==> src/rtl/bwm_pkg.sv <==
package bwm_pkg;

  typedef enum logic [1:0] {
    MODE_LONG = 2'd0,
    MODE_WORD = 2'd1,
    MODE_BYTE = 2'd2
  } widthMode_e;

  // strobes from control to datapath
  typedef struct packed {
    widthMode_e mode;
    logic       loadHold;
    logic [1:0] outLane;
    logic       packWrite;
    logic [1:0] inLane;
  } dpStrobe_t;

endpackage

==> src/rtl/bwm_ctrl.sv <==
module bwm_ctrl
  import bwm_pkg::*;
(
  input  logic      clk,
  input  logic      rst,
  input  logic      cfgBigEndian,
  input  logic      cfgBusMatch,
  input  logic      cfgSizeByte,
  input  logic      longInValid,
  output logic      longInReady,
  output logic      narrowOutValid,
  input  logic      narrowOutReady,
  input  logic      narrowInValid,
  output logic      longOutValid,
  output dpStrobe_t strobe
);

  widthMode_e mode;
  logic [1:0] lastIdx;
  logic       bigQ;
  logic       holdValid;
  logic [1:0] outCnt;
  logic [1:0] inCnt;
  logic       packDone;
  logic       accept;
  logic       take;

  always_comb begin
    if (!cfgBusMatch)     mode = MODE_LONG;
    else if (cfgSizeByte) mode = MODE_BYTE;
    else                  mode = MODE_WORD;
    case (mode)
      MODE_WORD: lastIdx = 2'd1;
      MODE_BYTE: lastIdx = 2'd3;
      default:   lastIdx = 2'd0;
    endcase
  end

  assign accept = longInValid && !holdValid;
  assign take   = holdValid && narrowOutReady;

  always_ff @(posedge clk) begin
    if (rst) begin
      bigQ      <= cfgBigEndian;
      holdValid <= 1'b0;
      outCnt    <= '0;
      inCnt     <= '0;
      packDone  <= 1'b0;
    end else begin
      if (accept)
        holdValid <= 1'b1;
      else if (take && outCnt == lastIdx)
        holdValid <= 1'b0;
      if (take)
        outCnt <= (outCnt == lastIdx) ? 2'd0 : outCnt + 2'd1;
      if (narrowInValid)
        inCnt <= (inCnt == lastIdx) ? 2'd0 : inCnt + 2'd1;
      packDone <= narrowInValid && (inCnt == lastIdx);
    end
  end

  assign longInReady    = !holdValid;
  assign narrowOutValid = holdValid;
  assign longOutValid   = packDone;

  always_comb begin
    strobe.mode      = mode;
    strobe.loadHold  = accept;
    strobe.outLane   = bigQ ? lastIdx - outCnt : outCnt;
    strobe.packWrite = narrowInValid;
    strobe.inLane    = bigQ ? lastIdx - inCnt : inCnt;
  end

endmodule

==> src/rtl/bwm_datapath.sv <==
module bwm_datapath
  import bwm_pkg::*;
#(
  parameter int LONG_W = 36
) (
  input  logic              clk,
  input  logic              rst,
  input  dpStrobe_t         strobe,
  input  logic [LONG_W-1:0] longInData,
  input  logic [LONG_W-1:0] narrowInData,
  output logic [LONG_W-1:0] narrowOutData,
  output logic [LONG_W-1:0] longOutData
);

  localparam int BYTE_LANES = 4;
  localparam int WORD_LANES = 2;
  localparam int BYTE_W     = LONG_W / BYTE_LANES;
  localparam int WORD_W     = LONG_W / WORD_LANES;

  logic [LONG_W-1:0] holdData;
  logic [LONG_W-1:0] packReg;
  logic [BYTE_W-1:0] byteLane [BYTE_LANES];
  logic [WORD_W-1:0] wordLane [WORD_LANES];

  for (genvar g = 0; g < BYTE_LANES; g++) begin : gByte
    assign byteLane[g] = holdData[g*BYTE_W +: BYTE_W];
  end
  for (genvar g = 0; g < WORD_LANES; g++) begin : gWord
    assign wordLane[g] = holdData[g*WORD_W +: WORD_W];
  end

  always_ff @(posedge clk) begin
    if (rst) begin
      holdData <= '0;
      packReg  <= '0;
    end else begin
      if (strobe.loadHold)
        holdData <= longInData;
      if (strobe.packWrite) begin
        case (strobe.mode)
          MODE_WORD: packReg[int'(strobe.inLane[0])*WORD_W +: WORD_W] <= narrowInData[WORD_W-1:0];
          MODE_BYTE: packReg[int'(strobe.inLane)*BYTE_W +: BYTE_W]    <= narrowInData[BYTE_W-1:0];
          default:   packReg <= narrowInData;
        endcase
      end
    end
  end

  always_comb begin
    narrowOutData = '0;
    case (strobe.mode)
      MODE_WORD: narrowOutData[WORD_W-1:0] = wordLane[strobe.outLane[0]];
      MODE_BYTE: narrowOutData[BYTE_W-1:0] = byteLane[strobe.outLane];
      default:   narrowOutData = holdData;
    endcase
  end

  assign longOutData = packReg;

endmodule

==> src/rtl/bus_width_matcher.sv <==
module bus_width_matcher
  import bwm_pkg::*;
#(
  parameter int LONG_W = 36
) (
  input  logic              clk,
  input  logic              rst,
  input  logic              cfgBigEndian,
  input  logic              cfgBusMatch,
  input  logic              cfgSizeByte,
  input  logic              longInValid,
  output logic              longInReady,
  input  logic [LONG_W-1:0] longInData,
  output logic              narrowOutValid,
  input  logic              narrowOutReady,
  output logic [LONG_W-1:0] narrowOutData,
  input  logic              narrowInValid,
  input  logic [LONG_W-1:0] narrowInData,
  output logic              longOutValid,
  output logic [LONG_W-1:0] longOutData
);

  dpStrobe_t strobe;

  bwm_ctrl u_ctrl (
    .clk            (clk),
    .rst            (rst),
    .cfgBigEndian   (cfgBigEndian),
    .cfgBusMatch    (cfgBusMatch),
    .cfgSizeByte    (cfgSizeByte),
    .longInValid    (longInValid),
    .longInReady    (longInReady),
    .narrowOutValid (narrowOutValid),
    .narrowOutReady (narrowOutReady),
    .narrowInValid  (narrowInValid),
    .longOutValid   (longOutValid),
    .strobe         (strobe)
  );

  bwm_datapath #(.LONG_W(LONG_W)) u_dp (
    .clk           (clk),
    .rst           (rst),
    .strobe        (strobe),
    .longInData    (longInData),
    .narrowInData  (narrowInData),
    .narrowOutData (narrowOutData),
    .longOutData   (longOutData)
  );

endmodule

==> config.mk <==
export PLATFORM = sky130hd
export DESIGN_NAME = bus_width_matcher
export DESIGN_NICKNAME = d
export VERILOG_FILES = /design/src/rtl/bwm_pkg.sv /design/src/rtl/bwm_ctrl.sv /design/src/rtl/bwm_datapath.sv /design/src/rtl/bus_width_matcher.sv
export SDC_FILE = /design/constraint.sdc
export NUM_CORES = 1
export LEC_CHECK = 0
export ABC_AREA = 1
export BUFFER_PORTS_ARGS = -buffer_cell sky130_fd_sc_hd__clkbuf_2
export CAP_MARGIN = 25
export CORE_ASPECT_RATIO = 1.4
export CORE_UTILIZATION = 30
export DETAILED_ROUTE_END_ITERATION = 8
export GPL_ROUTABILITY_DRIVEN = 1
export GPL_TIMING_DRIVEN = 0
export PLACE_DENSITY_LB_ADDON = 0.05
export SETUP_SLACK_MARGIN = 0.3
export SLEW_MARGIN = 20
export SYNTH_ARGS = -nofsm -noshare
export SYNTH_HDL_FRONTEND = slang
export SYNTH_SLANG_ARGS = --single-unit
==> constraint.sdc <==
create_clock -name clk -period 4.4 [get_ports clk]
set_clock_uncertainty 0.15 [all_clocks]
set_input_delay 0.66 -clock clk [delete_from_list [all_inputs] [get_ports clk]]
set_output_delay 0.66 -clock clk [all_outputs]
set_load 0.005 [all_outputs]
==> flow_metrics.env <==
export IMPL_grt_overflow=0
export IMPL_netlist_area_um2=4790
export IMPL_place_congestion=0.889
export IMPL_dp_hpwl_um=14900
export IMPL_final_nets=992
export IMPL_grt_pass1_wl_um=28500
export IMPL_vias=5717
export IMPL_place_ws_ns=-0.0833
export IMPL_p_total_mw=2.19
export IMPL_worstHoldPathType="register to register"
export IMPL_hold_viol=0
export IMPL_cts_buffer_depth=2
export IMPL_cts_hold_buffers_added=0
export IMPL_seq_area_frac_synth_pct=33.2
export IMPL_critical_path_max_stage_delay_ns=0.31
export IMPL_totalWireLength_um=19000
export IMPL_die_w_um=109
export IMPL_ys_ff_latch=79
export IMPL_drt_pass1_iter_count=6
export IMPL_setup_violations=0
export IMPL_grt_pass1_vias=5426
export IMPL_async_flop_share_pct=0
export IMPL_critPathSlowestCell="o21ai_0"
export IMPL_fin_ws_ns=0.577
export IMPL_fmax_mhz=262
export IMPL_drt_vias_per_instance=5.16
export IMPL_antenna_found_initial=0
export IMPL_power_density_nw_per_um2=359
export IMPL_worstPathCellList="clkbuf_2 > inv_2 > clkbuf_2 > clkbuf_2 > ha_1 > nand2_1 > o21ai_2 > inv_1 > clkbuf_1 > o21ai_0 > o21ai_0 > clkbuf_2"
export IMPL_multiInputGateArea_um2=2670
export IMPL_nFillCells=1735
export IMPL_ant_nets=0
export IMPL_ir_drop_mv=0.149
export IMPL_ff_latch_area_um2=1590
export IMPL_area_delta_synth_final_pct=27.6
export IMPL_grt_use_total_pct=23.4
export IMPL_worstSetupEndpointType="output pin"
export IMPL_synth_flop_cell="dfxtp_1"
export IMPL_tightest_slew_ns=0.709
export IMPL_clk_insertion_delay_late_ns=0.35
export IMPL_status="finished, final reports clean"
export IMPL_yosys_warnings=0
export IMPL_final_period_utilization_pct=86.9
export IMPL_cpMostUsedCell="clkbuf_2"
export IMPL_synth_cell_type_count=35
export IMPL_grt_max_degree=15
export IMPL_cts_tree="yes"
export IMPL_synth_edf_count=1
export IMPL_leakage_nw=2.96
export IMPL_die_area_um2=16500
export IMPL_ios=155
export IMPL_route_detailed_drc=0
export IMPL_syn_nets=828
export IMPL_n_antenna_cell=0
export IMPL_cts_sinks=79
export IMPL_critical_path_arrival_ns=3.01
export IMPL_initial_core_util_pct=30.7
export IMPL_critPathKind="input port to output pin"
export IMPL_rsz0062_at_grt="false"
export IMPL_wire_per_inst_um=17.1
export IMPL_worstPathRequired_ns=3.59
export IMPL_root_buffer="clkbuf_16"
export IMPL_worstPathMaxFanout=11
export IMPL_cp_start_kind="input port"
export IMPL_cts_htree_levels=3
export IMPL_post_cts_buffers=0
export IMPL_core_area_um2=15600
export IMPL_synth_cells=744
export IMPL_clkTransAtPathRegs_ns=0.06
export IMPL_max_slew_margin_pct=52.5
export IMPL_fin_crit_ns=3.82
export IMPL_drive_gt1_share_pct=22.5
export IMPL_maxCapViolCount=0
export IMPL_cts_buffers=9
export IMPL_rows=54
export IMPL_port_buffers=153
export IMPL_syn_area_per_cell_um2=6.44
export IMPL_slew_violations=0
export IMPL_drtIter0Drc=254
export IMPL_die_h_um=151
==> report_power, final <==
part / total, mW / internal (mW) / switching (mW)
clock: 0.799 / 0.458 / 0.341
combinational: 0.577 / 0.203 / 0.375
sequential: 0.815 / 0.771 / 0.0433
total: 2.19 / 1.43 / 0.759
==> cells in the mapped netlist, types with 2 or more instances <==
master	count	area share [%]
buf_1	3	0.24
clkbuf_1	33	2.6
nand3_2	2	0.42
o211a_1	13	2.7
nand3_1	58	6.1
dfxtp_1	78	33
o21bai_1	10	1.6
ha_1	4	1.0
nor2_1	56	4.4
buf_2	8	0.84
o211ai_1	4	0.63
inv_2	6	0.47
nand2_2	5	0.65
nand2_1	139	11
o21ai_2	3	0.55
o21ai_1	4	0.42
o21ai_0	116	12
a21o_1	4	0.63
buf_4	4	0.63
a21oi_1	85	8.9
a211oi_1	2	0.31
inv_1	76	6.0
nand4_1	19	2.5
==> repair_timing <==
action / CTS / global route
resized for setup: 1 / 2
setup endpoints to repair: 8 / 34
hold endpoints to repair: 0 / 0
==> placed cells by master (no fill, tap or decap), drive strengths merged, types with 2 or more instances in the layout <==
cell	netlist	routed
a211oi	2	2
a21o	4	4
a21oi	85	85
buf	16	16
clkbuf	33	196
clkinv	1	3
clkinvlp	0	2
dfxtp	78	78
ha	4	4
inv	82	83
nand2	145	145
nand3	61	61
nand4	19	19
nor2	57	57
nor3	2	2
o211a	13	13
o211ai	4	4
o21ai	123	123
o21bai	10	10
xor2	2	2
==> critical path, delay by kind of cell <==
family,cells,cell delay (ns)
buffers and inverters,7,1.43
AND/OR/NAND/NOR,1,0.07
AO/OA/AOI/OAI,3,0.56
adder cells (fa/ha/maj),1,0.29
==> routing by layer <==
layer | share of wire (%) | track usage, % | routed length, um
met1 | 37 | 24.7 | 7100
met2 | 52 | 42.7 | 9880
met3 | 5.3 | 3.55 | 998
met4 | 5.4 | 14.7 | 1020
met5 | 0 | 0 | 0
==> state kept, by name, indices dropped and copies added, names as in the netlist <==
register and cells:
u_dp.holdData 36, u_dp.longOutData 36, u_ctrl.inCnt 2, u_ctrl.outCnt 2
u_ctrl.bigQ 1, u_ctrl.longOutValid 1, u_ctrl.narrowOutValid 1
==> cells by family (layout without fill, tap and decap cells) <==
logic type	count (synthesis)	in the layout	synth area share [%]
xor+xnor	2	2	0.523
compound gates	242	242	28.0
fa+ha+maj	4	4	1.05
flops	79	79	33.2
simple gates	285	285	26.2
buf+inv	132	301	11.0
==> stage by stage <==
step | util [%] | instance area [um^2] | cells | TNS, ns | hold WS (ns)
2_1_floorplan | - | 4790 | 744 | 0 | 0.295
3_3_place_gp | 37.2 | 5800 | 1093 | -0.121 | 0.303
3_5_place_dp | 37.2 | 5800 | 1093 | -0.289 | 0.308
4_1_cts | 39.1 | 6110 | 1109 | 0 | 0.318
5_1_grt | 39.1 | 6110 | 1109 | 0 | 0.329
6_report | 39.1 | 6110 | 1109 | 0 | 0.313
==> path summary, 6_finish.rpt <==
kind	to	slack (ns)	startpoint	cells past startpoint
hold / removal	u_dp.longOutData[8]	0.31	u_dp.longOutData[8]	2
setup reg to reg	u_dp.longOutData[9]	1.35	u_ctrl.bigQ	14
setup / recovery	narrowOutData[17]	0.58	cfgBusMatch	12
hold reg to reg	u_dp.longOutData[8]	0.31	u_dp.longOutData[8]	2
==> layout make-up <==
class                      instances  area share (%)
buffer                            49            3.58
clock buffer                      10            3.91
clock inverter                     6            1.11
inverter                          83            5.10
multi-input combinational        533            43.7
sequential                        79            26.1
tap                              196            4.01
timing repair buffer             153            12.5
Note: power is estimated with default switching activity, not from simulation.
